**src/rtl/sbr_pkg.sv**
```systemverilog
package sbr_pkg;
    localparam int HALF_W = 8;

    typedef enum logic [1:0] {
        ST_IDLE = 2'd0,
        ST_RECV = 2'd1,
        ST_HALT = 2'd2
    } rx_state_t;

    // half-period in system clocks: 4 << min(sel, 5)
    function automatic logic [HALF_W-1:0] half_period(input logic [3:0] sel);
        logic [2:0] e;
        e = (sel > 4'd5) ? 3'd5 : sel[2:0];
        return 8'd4 << e;
    endfunction
endpackage

```
**src/rtl/sbr_clkgen.sv**
```systemverilog
module sbr_clkgen
    import sbr_pkg::*;
#(
    parameter int SEL_W = 4
) (
    input  logic             clk,
    input  logic             rst_n,
    input  logic             run,
    input  logic [SEL_W-1:0] sel,
    output logic             scl_q,
    output logic             rise_p,
    output logic             fall_p
);
    logic [HALF_W-1:0] cnt;
    logic [HALF_W-1:0] half;

    assign half = half_period(sel);

    always_ff @(posedge clk or negedge rst_n) begin
        if (!rst_n) begin
            cnt    <= '0;
            scl_q  <= 1'b1;
            rise_p <= 1'b0;
            fall_p <= 1'b0;
        end else begin
            rise_p <= 1'b0;
            fall_p <= 1'b0;
            if (!run) begin
                cnt   <= '0;
                scl_q <= 1'b1;
            end else if (cnt >= half - 1'b1) begin
                cnt    <= '0;
                scl_q  <= ~scl_q;
                rise_p <= ~scl_q;
                fall_p <= scl_q;
            end else begin
                cnt <= cnt + 1'b1;
            end
        end
    end

    // the divider count never passes the selected half-period
    a_r3_cnt_bound: assert property (@(posedge clk) disable iff (!rst_n)
        $stable(sel) |-> cnt < half);
    // an idle generator parks the clock high
    a_r3_idle_high: assert property (@(posedge clk) disable iff (!rst_n)
        !run |=> scl_q);
endmodule

```
**src/rtl/sbr_sync.sv**
```systemverilog
module sbr_sync (
    input  logic clk,
    input  logic rst_n,
    input  logic scl_in,
    input  logic sda_in,
    output logic sda_s,
    output logic rise_p,
    output logic fall_p
);
    logic [1:0] scl_ff;
    logic [1:0] sda_ff;
    logic       scl_prev;

    always_ff @(posedge clk or negedge rst_n) begin
        if (!rst_n) begin
            scl_ff   <= 2'b11;
            sda_ff   <= 2'b11;
            scl_prev <= 1'b1;
        end else begin
            scl_ff   <= {scl_ff[0], scl_in};
            sda_ff   <= {sda_ff[0], sda_in};
            scl_prev <= scl_ff[1];
        end
    end

    assign sda_s  = sda_ff[1];
    assign rise_p = scl_ff[1] & ~scl_prev;
    assign fall_p = ~scl_ff[1] & scl_prev;
endmodule

```
**src/rtl/sync_byte_rx.sv**
```systemverilog
module sync_byte_rx
    import sbr_pkg::*;
#(
    parameter int DATA_W = 8,
    parameter int SEL_W  = 4
) (
    input  logic              clk,
    input  logic              rst_n,
    input  logic              en,
    input  logic              master,
    input  logic              stop_req,
    input  logic [SEL_W-1:0]  presc_sel,
    input  logic              rd_strobe,
    input  logic              ovr_clr,
    input  logic              scl_in,
    input  logic              sda_in,
    output logic              scl_out,
    output logic              scl_oe,
    output logic [DATA_W-1:0] rx_data,
    output logic              rx_ready,
    output logic              overrun
);
    localparam int CNT_W = $clog2(DATA_W);
    localparam logic [CNT_W-1:0] LAST_BIT = CNT_W'(DATA_W - 1);

    rx_state_t         state, state_nx;
    logic [CNT_W-1:0]  bit_cnt;
    logic [DATA_W-1:0] shreg;
    logic              drop_q;
    logic              armed_q;

    logic g_scl, g_rise, g_fall;
    logic s_rise, s_fall, sda_s;
    logic rise, fall, run, byte_done, last_fall;

    assign run = (state == ST_RECV) && master && en;

    sbr_clkgen #(.SEL_W(SEL_W)) u_clkgen (
        .clk    (clk),
        .rst_n  (rst_n),
        .run    (run),
        .sel    (presc_sel),
        .scl_q  (g_scl),
        .rise_p (g_rise),
        .fall_p (g_fall)
    );

    sbr_sync u_sync (
        .clk    (clk),
        .rst_n  (rst_n),
        .scl_in (scl_in),
        .sda_in (sda_in),
        .sda_s  (sda_s),
        .rise_p (s_rise),
        .fall_p (s_fall)
    );

    assign rise      = master ? g_rise : s_rise;
    assign fall      = master ? g_fall : s_fall;
    assign byte_done = (state == ST_RECV) && rise && (bit_cnt == LAST_BIT);
    assign last_fall = (state == ST_RECV) && fall && (bit_cnt == LAST_BIT);
    assign scl_out   = master ? g_scl : 1'b1;
    assign scl_oe    = master && en;

    // state register
    always_ff @(posedge clk or negedge rst_n) begin
        if (!rst_n) state <= ST_IDLE;
        else        state <= state_nx;
    end

    // next state
    always_comb begin
        state_nx = state;
        unique case (state)
            ST_IDLE: if (en) state_nx = ST_RECV;
            ST_RECV: begin
                if (!en)                       state_nx = ST_IDLE;
                else if (byte_done && armed_q) state_nx = ST_HALT;
            end
            ST_HALT: if (!en) state_nx = ST_IDLE;
            default: state_nx = ST_IDLE;
        endcase
    end

    // datapath and flags
    always_ff @(posedge clk or negedge rst_n) begin
        if (!rst_n) begin
            bit_cnt  <= '0;
            shreg    <= '0;
            rx_data  <= '0;
            rx_ready <= 1'b0;
            overrun  <= 1'b0;
            drop_q   <= 1'b0;
            armed_q  <= 1'b0;
        end else begin
            if (state != ST_RECV) begin
                bit_cnt <= '0;
                drop_q  <= 1'b0;
            end else begin
                if (rise) begin
                    shreg   <= {sda_s, shreg[DATA_W-1:1]};
                    bit_cnt <= bit_cnt + 1'b1;
                end
                if (last_fall && rx_ready) drop_q <= 1'b1;
                if (byte_done) begin
                    drop_q <= 1'b0;
                    if (!drop_q) rx_data <= {sda_s, shreg[DATA_W-1:1]};
                end
            end

            if (byte_done && !drop_q) rx_ready <= 1'b1;
            else if (rd_strobe)       rx_ready <= 1'b0;

            if (last_fall && rx_ready) overrun <= 1'b1;
            else if (ovr_clr)          overrun <= 1'b0;

            if (state != ST_RECV)            armed_q <= 1'b0;
            else if (stop_req && rd_strobe)  armed_q <= 1'b1;
            else if (byte_done)              armed_q <= 1'b0;
        end
    end

    // the ready flag only rises right after a selected rising edge
    a_r4_ready_on_edge: assert property (@(posedge clk) disable iff (!rst_n)
        $rose(rx_ready) |-> $past(rise) && $past(state == ST_RECV));
    // overrun only appears while a byte was already waiting
    a_r7_ovr_needs_ready: assert property (@(posedge clk) disable iff (!rst_n)
        $rose(overrun) |-> $past(rx_ready));
    // the holding register never changes under an unread byte
    a_r7_hold_kept: assert property (@(posedge clk) disable iff (!rst_n)
        !$stable(rx_data) |-> !$past(rx_ready));
    // overrun is sticky until cleared
    a_r8_ovr_sticky: assert property (@(posedge clk) disable iff (!rst_n)
        overrun && !ovr_clr |=> overrun);
    // a halted receiver keeps the clock line high
    a_r9_halt_high: assert property (@(posedge clk) disable iff (!rst_n)
        state == ST_HALT |-> scl_out);
endmodule

```
**config.mk**
```make
export PLATFORM = sky130hd
export DESIGN_NAME = sync_byte_rx
export DESIGN_NICKNAME = d
export VERILOG_FILES = /design/src/rtl/sbr_pkg.sv /design/src/rtl/sbr_clkgen.sv /design/src/rtl/sbr_sync.sv /design/src/rtl/sync_byte_rx.sv
export SDC_FILE = /design/constraint.sdc
export NUM_CORES = 1
export LEC_CHECK = 0
export BUFFER_PORTS_ARGS = -buffer_cell sky130_fd_sc_hd__buf_2
export CAP_MARGIN = 15
export CORE_AREA = 5 5 78 80
export CTS_CLUSTER_SIZE = 8
export DETAILED_ROUTE_END_ITERATION = 10
export DIE_AREA = 0 0 83 85
export MAX_ROUTING_LAYER = met4
export PLACE_DENSITY = 0.54
export REMOVE_ABC_BUFFERS = 1
export SKIP_CTS_REPAIR_TIMING = 1
export SYNTH_ARGS = -nofsm -noshare
export SYNTH_HDL_FRONTEND = slang
export SYNTH_HIERARCHICAL = 1
export SYNTH_SLANG_ARGS = --single-unit
export TNS_END_PERCENT = 100
```
**constraint.sdc**
```tcl
create_clock -name clk -period 3.38 [get_ports clk]
set_input_delay 0.338 -clock clk [delete_from_list [all_inputs] [get_ports clk]]
set_output_delay 0.338 -clock clk [all_outputs]
set_load 0.05 [all_outputs]
```
; ---- Word level (Yosys, flattened, before mapping)
; Cells that the tools add are included.
[totals]
inputBits = 13
romBits = 0
mem_bits_rw = 0
mem_count = 0
latch_bits = 0
register_bits = 41
[op_classes]
shift = 1
order_cmp = 2
add_sub_neg = 3
mul = 0
reduce_logical = 21
n_bitwise = 7
n_eq_ne = 8
n_div = 0
mux = 29
[ops]
columns = operator, n
row1 = 2-to-1 mux 1 bit, 19
row2 = 2-to-1 mux 8 bit, 2
row3 = logical AND 1 bit, 11
row4 = 2-to-1 mux 3 bit, 3
row5 = adder 8 x 1 -> 8 bit (second input constant), 1
row6 = >= comparator 8 bit, 1
row7 = 2-to-1 mux 2 bit, 4
row8 = left shift 3 x 3 -> 8 bit (first input constant), 1
row9 = subtractor 8 x 1 -> 8 bit (second input constant), 1
row10 = != test 2 bit (second input constant), 3
row11 = one-hot mux 2 bit (3 select lines), 1
row12 = AND reduction 3 bit, 2
row13 = nonzero test 2 bit, 3
row14 = nonzero test 3 bit, 2
row15 = inverter 1 bit, 5
row16 = greater-than comparator 4 x 3 -> 1 bit (second input constant), 1
row17 = adder 3 x 1 -> 3 bit (second input constant), 1
row18 = equality test 3 bit (second input constant), 1
row19 = != test 3 x 2 -> 1 bit (second input constant), 1
row20 = AND 1 bit, 2
row21 = equality test 2 x 1 -> 1 bit (second input constant), 1
row22 = equality test 2 bit (second input constant), 1
row23 = zero test 2 bit, 1
row24 = != test 2 x 1 -> 1 bit (second input constant), 1
row25 = 2 further kinds, 2

; ---- Depth between registers and ports, before layout
; Gate-level depths: netlist (run 1).
[depth]
ltp_word = 9
depth_mapped = 9

; ---- By module
; Netlist (run 1), hierarchy kept.
[by_module_without_submodules]
columns = mod, n_inst, cells_per_inst, area_per_inst_um2, seq_area_each_um2
row1 = sync_byte_rx, 1, 76, 994.7, 600.6
row2 = sbr_clkgen, 1, 67, 676.9, 276.5
row3 = sbr_sync, 1, 7, 146.4, 131.4

; ---- Least setup slack after synthesis (run 1)
; Ideal clock, no wire load.
[synth_timing]
kind = input port to flip-flop
start = input presc_sel[2]
end = register u_clkgen.scl_q
setup_ns = 0.084
stages = 7
path_buffers = 0
path_slack_ns = 1.287
arrival_ns = 2.009
cell_sequence = or4_4 ha_1 ha_1 a21oi_1 a21oi_1 nor4b_1 nor2_1
[synth_via]
elab_chain_len = 6
[synth_rtl]
columns = element, line
row1 = from (decl), sync_byte_rx.sv:12  ; input logic [SEL_W-1:0] presc_sel,
row2 = greater-than comparator 4 x 3 -> 1 bit, sbr_pkg.sv:13  ; e = (sel > 4'd5) ? 3'd5 : sel[2:0];
row3 = 2-to-1 mux 3 bit *, sbr_pkg.sv:13
row4 = left shift 3 x 3 -> 8 bit *, sbr_pkg.sv:14  ; return 8'd4 << e;
row5 = subtractor 8 x 1 -> 8 bit *, sbr_clkgen.sv:31  ; end else if (cnt >= half - 1'b1) begin
row6 = >= comparator 8 bit *, sbr_clkgen.sv:31
row7 = != test 2 bit (no source line) *, --
row8 = to (signal assigned), sbr_clkgen.sv:33  ; scl_q <= ~scl_q;
row9 = to (decl), sbr_clkgen.sv:10  ; output logic scl_q,
; Every way passes the cells marked *; elsewhere a longest branch is shown, timed or not.
; A chain may end at the register's enable or synchronous reset.

; ---- Final worst setup path (run 1)
[layout_timing]
start = input presc_sel[2]
end = register u_clkgen.cnt[2]
[layout_via]
elab_chain_len = 7
[layout_rtl]
columns = element, line
row1 = greater-than comparator 4 x 3 -> 1 bit, sbr_pkg.sv:13
row2 = 2-to-1 mux 3 bit *, sbr_pkg.sv:13
row3 = left shift 3 x 3 -> 8 bit *, sbr_pkg.sv:14
row4 = subtractor 8 x 1 -> 8 bit *, sbr_clkgen.sv:31
row5 = >= comparator 8 bit *, sbr_clkgen.sv:31
row6 = 2-to-1 mux 8 bit *, sbr_clkgen.sv:31
row7 = 2-to-1 mux 8 bit *, sbr_clkgen.sv:28  ; if (!run) begin
row8 = to (signal assigned), sbr_clkgen.sv:37  ; cnt <= cnt + 1'b1;
row9 = to (decl), sbr_clkgen.sv:14  ; logic [HALF_W-1:0] cnt;
; Marked as above.

==> results.md, run 1 <==
- The run finished with clean final reports.
- During synthesis, Yosys emitted a total of 6 warnings.
- Using the TritonRoute via totals, the vias-per-cell ratio works out to about 4.7.
- The die covers between 0.007 and 0.008 sq mm.
- The number of I/O port buffers is 24.
- By area the synthesized netlist is led by sky130_fd_sc_hd__dfrtp_1 (47%), sky130_fd_sc_hd__mux2_2 (9.9%), sky130_fd_sc_hd__dfstp_2 (8.7%), sky130_fd_sc_hd__ha_1 (6.9%), sky130_fd_sc_hd__nor2_1 (3.9%).
- STA classifies the critical path startpoint as a primary input.
- In this run the count of I/O pins placed on the die edge is 25.
- The fraction of final layout cells with drive strength greater than 1 is about a third.
- Counting every instance in the synthesized netlist gives 150.
- Setup repair after global routing left no endpoint under its margin.
- The repair_antennas step left the layout with diodes totalling 0.
- The total leakage power is around 0.0010 uW.
- The initial antenna violation count is 0.
- The estimated wirelength of the detail-placed design is approximately 2400 microns.
- The count of cell types in the netlist is 37.
- After synthesis the cells add up to around 0.0018 sq mm.
- For this design, the sink count on the clock tree is 40.
- In this run the deepest clock path goes through 2 buffers.
- The row count is 27.
- The data required time of the critical path is around 3600 ps.
- For the final routed database, the setup TNS stands at 0 ps.
- TritonCTS built the clock tree.
- The global route total overflow is 0.
- For this configuration, the core starts out at a cell density of 34.1%.
- Clock latency on the worst-skew pair, taken at its later pin, is about 280 ps.
- After detailed routing, the number of remaining DRC violations is 0.
- The top cell family by delay on the critical path is simple AND/OR/NAND/NOR gates.
- The final route contains between 1k and 1.5k vias.
- The cell depth of the worst flop-to-flop path is 5.
- The most numerous cell on the critical path is sky130_fd_sc_hd__ha_1.
- Before antenna repair, the detailed router went through 4 iterations.
- After synthesis, the most frequently instantiated cells are sky130_fd_sc_hd__dfrtp_1 (34), sky130_fd_sc_hd__nor2_1 (19), sky130_fd_sc_hd__mux2_2 (16), sky130_fd_sc_hd__ha_1 (10), sky130_fd_sc_hd__nand3_1 (7).
- In this run the tightest slew margin relative to its limit is 41.1%.
- On the worst path, the slowest cell contributes a delay of 540 ps.
- For this run, asynchronously set or reset flops after synthesis account for 100%.
- The number of clock buffers inserted by TritonCTS is 5.
- The count of nets left with antenna violations once routing finished came out at 0.
- The number of synthesized flops with an enable pin is 0.
- The cell chosen for the clock root is sky130_fd_sc_hd__clkbuf_8.
- The peak ir drop on the vdd network is ~0.22 mV.
- At the end of the flow, the number of nets in the layout was a little over 200.
- The final count of negative-setup-slack endpoints is 0.
- For this design the ratio of total power to cell area is 430 mW/mm^2.
- Along the worst hold path, the cell count comes to 1.
- The buffers plus inverters on the worst setup path is 1.
- Across every metal layer, demand over resource in global routing totals 10.2%.
- Each instance of the synthesized netlist takes up on average approximately 12 sq um.
- The worst setup path is captured at a flop.
- In this run the horizontal extent of the chip is roughly 83 microns.
- The signal on the critical path passes through buf_2 -> or4_4 -> ha_1 -> ha_1 -> a21oi_1 -> a21o_1 -> nand3_4 -> nor2_1.
- The ratio of final minimum period to clock period is around three fifths.
- The final estimated routing congestion in global placement is around 0.74.
- The largest net degree at the start of global routing is 41.
- Compared with the post-synthesis result, the final layout area differs by 16.0%.
- The max-cap violation count is 0.
- Synthesis inferred 40 register bits.
- The time the final worst path needs with I/O delays and setup is 2050 ps.
- The number of hold violations in the final report was 0.
- The detailed router's first-iteration violation count is 40.
- The sequential fraction of the synthesis area is 55.5%.
- The floorplan step set the die height to ~85 microns.
- The number of max-slew violations in the final report is 0.
- The critical path runs through a total of 8 cells.
- Clock skew on the completed layout was measured at ~3.2 ps.
- The total design power is about 910 uW.
- The worst register-to-register path has a setup slack of between 1000 and 1500 ps.
- The H-tree depth reported by CTS is 2.
- The CTS clock-pin slew for the worst setup and hold paths is ~70 ps.
- The most used flip-flop cell after synthesis is sky130_fd_sc_hd__dfrtp_1.
- The path class of the tightest hold or removal check is in2reg.
- The highest fanout seen on the critical path is 8.
- The first global-routing pass estimated around 5500 microns of wire.
- The placeable core region is ~0.0053 sq mm.
- The highest clock frequency the design can meet is between 400 and 500 MHz.
- The worst-margin pin slew is slightly below 900 ps.
- The slowest stage of the critical path belongs to the cell sky130_fd_sc_hd__or4_4.
- Summed over its instances, the top area cell type makes up between 40% and 50% of the synthesized netlist area.
- The number of global-route vias before repair is about 1.2k.
- The average wire per cell in the routed design is 12.4 microns.
- The number of fill cells is 545.
- For the worst setup path, the data arrival time is 2270 ps.
- The routed wire length is roughly 3100 microns.
- The dominant cell type by area after synthesis is sky130_fd_sc_hd__dfrtp_1.
- The most frequent cell after synthesis is sky130_fd_sc_hd__dfrtp_1.
- The startpoint-to-endpoint class of the critical path is in2reg.
==> through the flow <==
stage          worst slack, ps  util [%]  cell area [sq um]  instances  hold WS [ps]
4_1_cts                   1320      39.5               2110        252           132
3_3_place_gp              1070      37.8               2020        244           346
6_report                  1330      39.5               2110        252           145
5_1_grt                   1180      39.5               2110        252           123
2_1_floorplan             1290         -               1810        148          42.4
3_5_place_dp              1040      37.8               2020        244           349
==> final cells by class <==
cell class / instances / area [sq um] / share of cell area, %
clock buffer: 8 / 90.1 / 4.27
inverter: 6 / 22.5 / 1.07
multi-input combinational: 102 / 778 / 36.9
sequential: 40 / 1010 / 47.8
tap: 72 / 90.1 / 4.27
timing repair buffer: 24 / 120 / 5.69
==> power breakdown <==
part	internal (uW)	switching [uW]
registers	509	18.1
clock network	166	149
logic	32.3	34.1
total	707	201
==> sequential cells by signal (all words and copies together), names as in the netlist, 2 cells and up <==
name and count:
u_sync/scl_ff 2, u_sync/sda_ff 2, bit_cnt 3, rx_data 8, shreg 7, state 2
u_clkgen/cnt 8
==> layout by cell type, fill, tap and decap left out, drive strengths merged, types with 3 or more instances in the layout <==
master   n
a21oi    5
and3     3
buf     24
clkbuf   8
dfrtp   34
dfstp    6
ha      10
inv      6
mux2    16
mux2i    3
nand2    4
nand3    8
nand4    3
nor2    19
o21ai    3
xnor2    3
xor2     5
==> worst reg2reg max path, cell delays in order (launching register included) <==
cell	delay (ps)
sky130_fd_sc_hd__dfrtp_1	360
sky130_fd_sc_hd__ha_1	150
sky130_fd_sc_hd__ha_1	200
sky130_fd_sc_hd__inv_1	80
sky130_fd_sc_hd__or4_1	750
sky130_fd_sc_hd__mux2_2	360
==> cells by family (layout without fill, tap and decap cells) <==
family,Yosys count,after routing,synth area share [%]
compound gates,13,13,4.54
xor+xnor,8,8,3.85
fa+ha+maj,10,10,6.88
buf+inv,8,38,1.72
flops,40,40,55.5
mux,19,19,11.8
other cells,1,1,0.206
simple gates,51,51,15.6
==> routing by layer <==
layer	GRT usage, %	vias to the layer above	routed length, microns
met5	-	-	0
met4	4.90	0	54
met3	3.69	5	143
met2	16.7	21	1490
met1	11.0	594	1440
li1	-	576	-
==> final timing paths <==
| kind | from | end |
|---|---|---|
| worst min-delay path | sda_in | u_sync/sda_ff[0]$_DFF_PN1_ |
| worst min register to register | u_sync/sda_ff[0]$_DFF_PN1_ | u_sync/sda_ff[1]$_DFF_PN1_ |
| worst max register to register | bit_cnt[0]$_DFFE_PN0P_ | rx_data[6]$_DFFE_PN0P_ |
| worst max-delay path | presc_sel[2] | u_clkgen/cnt[2]$_DFF_PN0_ |
| max in group asynchronous | rst_n | state[1]$_DFFE_PN0P_ |
| min in group asynchronous | rst_n | state[0]$_DFFE_PN0P_ |
Power figures use the tool's default switching activity.
==> inputs of run 2 (changes only) <==
--- a/config.mk
+++ b/config.mk
@@ -12,7 +12,7 @@
 export DETAILED_ROUTE_END_ITERATION = 10
 export DIE_AREA = 0 0 83 85
 export MAX_ROUTING_LAYER = met4
-export PLACE_DENSITY = 0.54
+export PLACE_DENSITY = 0.56
 export REMOVE_ABC_BUFFERS = 1
 export SKIP_CTS_REPAIR_TIMING = 1
 export SYNTH_ARGS = -nofsm -noshare
==> constraint.sdc (replaced) <==
create_clock -name clk -period 1.7 [get_ports clk]
set_input_delay 0.17 -clock clk [delete_from_list [all_inputs] [get_ports clk]]
set_output_delay 0.17 -clock clk [all_outputs]
set_load 0.05 [all_outputs]
==> run 2 against run 1 <==
Net effect:
- the flow now finishes with violations (setup timing)
- sequential power is 99% higher
- clock skew is 4.9 ps higher
- die area stayed put
- global-route usage is 0.10 points higher
- register-to-register slack worse by 1500 ps
- power is 98% higher
- hold slack worse by 74 ps
==> results.md, run 2 (synthesis gave the netlist of run 1 again) <==
- The flow ran to the end, but the final reports show violations.
- The checks that failed: setup timing.
- The final layout contains around 220 nets.
- Global routing consumed, over all layers together, 10.3% of the routing resources.
- The post-route worst setup slack is -110 ps.
- The average vias per placed instance is about 4.5.
- The number of placed I/O pins is 25.
- The startpoint-to-endpoint class of the critical path is in2reg.
- The fraction of final layout cells with drive strength greater than 1 is between 40 and 50%.
- The endpoint class of the critical path is a flop.
- For this run, the share of the core covered by cells in the final layout is between 40% and 50%.
- The data required time of the critical path is approximately 1900 ps.
- The largest net degree at the start of global routing is 22.
- Clock tree synthesis selected as its root buffer the cell sky130_fd_sc_hd__clkbuf_8.
- For this block, the routed nets add up to about 3500 microns of wire.
- The core region is around 0.0053 sq mm.
- The power density of the placed cells is between 700 and 800 mW/mm^2.
- In the routed design, unresolved DRC markers number 0.
- Tracing the worst setup path back leads to its startpoint at presc_sel[1].
- The clock tree from TritonCTS is done.
- The number of max-slew violations in the final report is 0.
- Once the floorplan was initialized, standard cells occupied 34.1% of the core.
- The number of global-route vias before repair is about 1.3k.
- The max-cap violation count is 0.
- The maximum root-to-sink buffer count is 2.
- The estimated wirelength of the detail-placed design is 2500 microns.
- The final count of negative-setup-slack endpoints is 18.
- The count of clock tree sinks is 40.
- The die covers roughly 0.0071 sq mm.
- The floorplan has 27 rows.
- The worst hold path belongs to the class in2reg.
- In the layout the commonest cells are sky130_fd_sc_hd__dfrtp_1 (34), sky130_fd_sc_hd__buf_2 (24), sky130_fd_sc_hd__mux2_2 (16).
- The number of inserted diodes is 0.
- The filler cells instantiated in the layout total roughly 530.
- Setup repair after global routing could not meet its margin everywhere.
- The detailed-router iteration count before antenna repair is 2.
- Buffers inserted during clock tree synthesis total 5.
- Once placement finished, the instance area stood at 0.00214 sq mm.
- The clock insertion delay at the later pin of the skew report is 280 ps.
- The first global-routing pass estimated between 5000 and 6000 microns of wire.
- The critical hold path startpoint is ovr_clr.
- VDD sags by at most ~0.44 mV.
- The H-tree depth reported by CTS is 2.
- The CTS clock-pin slew for the worst setup and hold paths is 80 ps.
- The post-route antenna net violation count is 0.
- The total leakage power is between 0.001 and 0.0015 uW.
- Prior to clock tree synthesis, the placed netlist has a worst setup slack of -447 ps.
- The total design power is around 1800 uW.
- After routing the design area is 0.00238 sq mm.
- Counting I/O delays and the setup requirement, the final critical path takes 1810 ps.
- From synthesis to final layout, the design area changed by 31.0%.
- The worst register-to-register path begins at bit_cnt[0]$_DFFE_PN0P_.
- The height of the die is ~85 microns.
- The final estimated routing congestion in global placement is 0.806.
- Detailed routing inserted a total of 1,240 vias.
- The first routing iteration left 19 violations.
- The largest registers in the layout are rx_data: 8 flops, u_clkgen/cnt: 8 flops, shreg: 7 flops.
- The average wire per cell in the routed design is about 13 microns.
- The floorplan die width is between 80 and 90 microns.
- In this run the worst path has a maximum fanout of 2.
- The number of hold violations in the final report came to 0.
- The worst setup path is launched from a primary input.
- The ratio of final minimum period to clock period is 106%.
- The most common cell after layout, fill and taps aside is sky130_fd_sc_hd__dfrtp_1.
- Across all hold checks on the routed design, the worst slack comes to between 70 and 80 ps.
- Between clock sinks in the finished design, the worst skew comes to a little over 8 ps.
- The global route total overflow is 0.
- The initial antenna violation count is 0.
- The highest clock frequency the design can meet is 553 MHz.
- The arrival time of data at the critical path endpoint is around 2000 ps.
- The count of buffers added on input and output ports is 24.
[run 2: cell count changes in the layout (fill, tap and decap cells not counted), sizes merged]
cell / delta
buf: +18
clkbuf: -1
clkinv: +1
dlygate4sd3: +3
[run 2: stage by stage]
| stage | setup TNS [ps] | cells |
|---|---|---|
| after floorplan | -3300 | 148 |
| after global placement | -4960 | 258 |
| after detailed placement | -5360 | 258 |
| after CTS | -2230 | 266 |
| after global routing | -2490 | 273 |
| final | -1600 | 273 |
[run 2: worst paths after layout]
check	slack, ps	to	cells past startpoint
worst max-delay path	-110	u_clkgen/scl_q$_DFFE_PN1P_	10
worst min-delay path	70	overrun$_DFFE_PN0P_	2
worst max register to register	-90	rx_data[4]$_DFFE_PN0P_	6
worst min register to register	360	u_sync/sda_ff[1]$_DFF_PN1_	0
max in group asynchronous	770	u_sync/scl_ff[0]$_DFF_PN1_	3
min in group asynchronous	380	rx_data[1]$_DFFE_PN0P_	2
[run 2: area by class of cell]
class	instances	area, sq um	share of cell area [%]
tap	72	90.1	3.78
timing repair buffer	45	309	13.0
clock inverter	1	5.00	0.210
inverter	6	22.5	0.945
multi-input combinational	102	871	36.6
clock buffer	7	76.3	3.20
sequential	40	1010	42.3
[run 2: critical path, stage by stage]
cell and delay, ps:
sky130_fd_sc_hd__buf_2 100, sky130_fd_sc_hd__or4_4 550, sky130_fd_sc_hd__ha_4 180, sky130_fd_sc_hd__xnor2_1 120
sky130_fd_sc_hd__ha_1 280, sky130_fd_sc_hd__nand4_1 120, sky130_fd_sc_hd__buf_4 120, sky130_fd_sc_hd__a21oi_2 40
sky130_fd_sc_hd__nor4b_2 270, sky130_fd_sc_hd__nor2_1 70
[run 2: layer usage]
| layer | up-vias | routed length (microns) | share of wire [%] | GRT usage (%) |
|---|---|---|---|---|
| met4 | 0 | 16 | 0.46 | 3.12 |
| li1 | 618 | - | - | - |
| met5 | - | 0 | 0 | - |
| met2 | 20 | 1680 | 48 | 16.5 |
| met3 | 2 | 160 | 4.6 | 3.30 |
| met1 | 600 | 1620 | 47 | 12.4 |
[run 2: where the power goes]
group          internal, uW  switching, uW  leakage (uW)
Sequential             1010           35.9      0.000528
Clock                   288            294     0.0000422
Combinational          90.8           78.2      0.000562
==> inputs of run 3 (changes only) <==
--- a/config.mk
+++ b/config.mk
@@ -17,6 +17,5 @@
 export SKIP_CTS_REPAIR_TIMING = 1
 export SYNTH_ARGS = -nofsm -noshare
 export SYNTH_HDL_FRONTEND = slang
-export SYNTH_HIERARCHICAL = 1
 export SYNTH_SLANG_ARGS = --single-unit
 export TNS_END_PERCENT = 100
==> run 3 against run 2 <==
Net effect:
- combinational power barely moved
- clock skew is 3.3 ps lower
- cell area grew 0.16%
- maximum frequency fell by 3.9%
- synthesized area increased by 1.8%
- critical path type unchanged
- via count shrank 0.56%
- final cell count up 0.37%
- count of clock-buffer cells in the layout is 1 lower
- the run still ends with setup timing left
- clock power increased by 16%
- critical endpoint is now u_clkgen.cnt[4]$_DFF_PN0_
- global-route usage decreased by 0.051 points
==> results.md, run 3 <==
- The top cell family by delay on the critical path is simple AND/OR/NAND/NOR gates.
- The worst setup path is launched from a primary input.
- The dominant cell type by area after synthesis is sky130_fd_sc_hd__dfrtp_1.
- Of the total power, registers draw 55.3%.
- The final reports fail on setup timing.
- The post-route worst setup slack is -183 ps.
- OpenSTA, run right after detailed placement, puts the worst setup slack at -663 ps.
- In this run the deepest clock path goes through 2 buffers.
- During placement, the flow inserted port buffers numbering 24.
- Combinational cells account for 8.9% of the total power.
- Setup repair after global routing could not meet its margin everywhere.
- Clock tree synthesis selected as its root buffer the cell sky130_fd_sc_hd__clkbuf_8.
- The H-tree was split into 2 levels.
- The clock insertion delay at the later pin of the skew report is 290 ps.
- The CTS clock-pin slew for the worst setup and hold paths is approximately 80 ps.
- Dividing the synthesized area by the synthesized cell count gives approximately 12 sq um.
- Of all nets on the critical path, the largest fanout is 8.
- The number of hold violations in the final report is 0.
- The final count of negative-setup-slack endpoints is 11.
- The average wire per cell in the routed design is between 10 and 15 microns.
- Once detail routing completed, the nets flagged for antenna violations numbered 0.
- The detailed-route via count is ~1.2k.
- Measured along the y axis, the die boundary spans ~85 microns.
- The fraction of final layout cells with drive strength greater than 1 is 47.0%.
- The flip-flop and latch count after synthesis is 40.
- After detailed routing, the number of remaining DRC violations is 0.
- The proportion of synthesized flip-flops having asynchronous set or reset is 100%.
- The time the final worst path needs with I/O delays and setup is ~1900 ps.
- The count of clock tree sinks is 40.
- The switching power summed over all nets is about 460 uW.
- The biggest cell delay along the critical path is approximately 550 ps.
- The most frequent cell after synthesis is sky130_fd_sc_hd__dfrtp_1.
- Once the floorplan was initialized, standard cells occupied between 30% and 40% of the core.
- The power density of the placed cells is around 790 mW/mm^2.
- The worst-margin pin slew is 506 ps.
- The buffers plus inverters on the worst setup path is 1.
- After synthesis, the largest family of logic cells by area is simple AND/OR/NAND/NOR gates.
- The initial antenna violation count is 0.
- The routed wire length is approximately 3300 microns.
- The synthesized netlist devotes between 6 and 7% of its cell area to compound gates.
- Leaving out fill and tap cells, the most frequent cells in the layout are sky130_fd_sc_hd__dfrtp_1 (34), sky130_fd_sc_hd__buf_2 (23), sky130_fd_sc_hd__buf_4 (17).
- In this run, CTS created clock tree buffers numbering 5.
- The cell area after technology mapping is ~0.0019 sq mm.
- The die covers slightly above 0.007 sq mm.
- The tool flagged a number of max-cap violations equal to 0.
- The global route total overflow is 0.
- By area the synthesized netlist is led by sky130_fd_sc_hd__dfrtp_1 (46%), sky130_fd_sc_hd__dfstp_2 (8.5%), sky130_fd_sc_hd__ha_1 (6.8%), sky130_fd_sc_hd__mux2_4 (6.5%), sky130_fd_sc_hd__mux2_2 (4.3%).
- In the global route stage, overall resource usage came out at between 10% and 20%.
- Once layout is complete, the cells apart from fillers number around 270.
- The share of the Yosys chip area taken by registers is 54.5%.
- After the last flow step, the layout net total stands at about 220.
- Entering global routing, the biggest net connects 41 pins.
- Across the VDD grid, the largest voltage drop is about 0.28 mV.
- The highest clock frequency the design can meet is between 500 and 600 MHz.
- The ratio of final minimum period to clock period is 111%.
- The share of synthesized cell area in full adder, half adder and majority cells is between 6 and 7%.
- TritonCTS built the clock tree.
- The floorplan die width is between 80 and 90 microns.
- 25 I/O pins were placed.
- The netlist uses 38 different library cells.
- In the final layout, the registers with the most flip-flops are rx_data: 8 flops, u_clkgen.cnt: 8 flops, shreg: 7 flops.
- The flow ran to the end, but the final reports show violations.
- The worst min-delay path class is in2reg.
- Measured against the total synthesized area, the mux share comes to around 11%.
- The most used flip-flop cell after synthesis is sky130_fd_sc_hd__dfrtp_1.
- The estimated wirelength of the detail-placed design is roughly 2300 microns.
- The data required time of the critical path is between 1500 and 2000 ps.
- The number of synthesized flops with an enable pin is 0.
- Using the TritonRoute via totals, the vias-per-cell ratio works out to between 4 and 5.
- The worst slew margin relative to its limit is between 60% and 70%.
- The setup path with the least slack is of type in2reg.
- The signal on the critical path passes through buf_6 -> or4_4 -> ha_4 -> xnor2_2 -> ha_2 -> nand4_1 -> a21oi_2 -> or3_4 -> nor2_1.
- The first TritonRoute pass finished after 4 iterations.
- The clock network is responsible for between 30 and 40% of the overall power.
- The total leakage power is about 0.0012 uW.
- Routability-driven placement finished with a final weighted congestion of roughly 0.74.
- The cell with the largest stage delay on the worst path is sky130_fd_sc_hd__or4_4.
- The largest clock skew in the final design is 4.82 ps.
- The row count is 27.
- In this run the biggest area consumer among cell types represents a little under half of the synthesized area.
- The number of global-route vias before repair is roughly 1.2k.
- The number of instances in the synthesized netlist is between 150 and 200.
- The commonest cells after synthesis are sky130_fd_sc_hd__dfrtp_1 (34), sky130_fd_sc_hd__nor2_1 (16), sky130_fd_sc_hd__ha_1 (10).
- The switching portion of total power is around a quarter.
- STA classifies the critical path endpoint as a flop.
- The yosys synthesis warning count is 0.
- The placeable core region is around 0.0053 sq mm.
- The arrival time of data at the critical path endpoint is between 2000 and 2500 ps.
- Counting tap cells, the placed design contains a total of 262 instances.
- 0 antenna diodes ended up in the layout.
- The synthesized netlist devotes between 10% and 20% of its cell area to simple gates.
- The area growth from synthesis to layout is 28.9%.
- The first global-routing pass estimated 5740 microns of wire.
- The number of max-slew violations in the final report is 0.
- The library cell used most frequently in the layout, excluding fill and tap cells, is sky130_fd_sc_hd__dfrtp_1.
- Internal power comes to 1430 uW.
- Of the total synthesized cell area, the portion taken by XOR and XNOR cells is under 10%.
- The detailed router's first-iteration violation count is 37.
## run 3: kinds of logic (layout without fill, tap and decap cells)
group | Yosys count | in the layout
AND/OR/NAND/NOR | 48 | 49
flip-flops | 40 | 40
AO/OA/AOI/OAI | 19 | 19
multiplexers | 15 | 15
buffers and inverters | 13 | 60
adder cells (fa/ha/maj) | 10 | 10
XOR/XNOR | 8 | 8
other | 1 | 1
## run 3: final timing paths
path | startpoint | to | slack (ps) | depth (start not counted)
hold reg to reg | u_sync.sda_ff[0]$_DFF_PN1_ | u_sync.sda_ff[1]$_DFF_PN1_ | 360 | 0
setup / recovery | presc_sel[1] | u_clkgen.cnt[4]$_DFF_PN0_ | -180 | 9
min in group asynchronous | rst_n | state[1]$_DFFE_PN0P_ | 460 | 3
max in group asynchronous | rst_n | u_sync.scl_ff[0]$_DFF_PN1_ | 870 | 3
hold / removal | ovr_clr | overrun$_DFFE_PN0P_ | 60 | 2
setup reg to reg | u_sync.scl_ff[1]$_DFF_PN1_ | rx_data[5]$_DFFE_PN0P_ | 80 | 5
## run 3: worst register-to-register path, cell delays in order, from the launching register on
cell and delay (ps):
sky130_fd_sc_hd__dfstp_2 530, sky130_fd_sc_hd__nor3b_2 140, sky130_fd_sc_hd__buf_4 130, sky130_fd_sc_hd__o21ba_2 150
sky130_fd_sc_hd__and3_4 250, sky130_fd_sc_hd__mux2_4 310
## run 3: power by group through the flow
stage	logic (uW)	clock network, uW	registers, uW
floorplan	81.1	0	1050
CTS	151	708	1050
finish	168	678	1050
global placement	149	0	1070
global route	190	744	1050
detailed placement	151	0	1070
## run 3: metal layers
metal / vias to the layer above / global-route usage (%) / part of all wire (%)
li1: 625 / - / -
met1: 580 / 13.1 / 48
met3: 5 / 3.20 / 4.7
met4: 0 / 4.01 / 1.3
met5: - / - / 0
met2: 23 / 15.1 / 46
## run 3: cell type report
cell class	count	area, sq um
Inverter	8	30.0
Timing Repair Buffer	44	284
Clock inverter	2	15.0
Sequential cell	40	1010
Tap cell	72	90.1
Fill cell	527	2950
Clock buffer	6	82.6
Multi-Input combinational cell	102	876
## run 3: metrics by stage
stage	utilization (%)	cell area, sq um	TNS (ps)	hold WS, ps	power, uW
3_3_place_gp	40.2	2140	-6690	265	1210
5_1_grt	44.7	2390	-2110	59.1	1990
6_report	44.7	2390	-1550	63.2	1890
3_5_place_dp	40.2	2140	-6700	262	1220
4_1_cts	42.0	2240	-3430	-72.5	1910
2_1_floorplan	-	1810	-4820	-126	1140
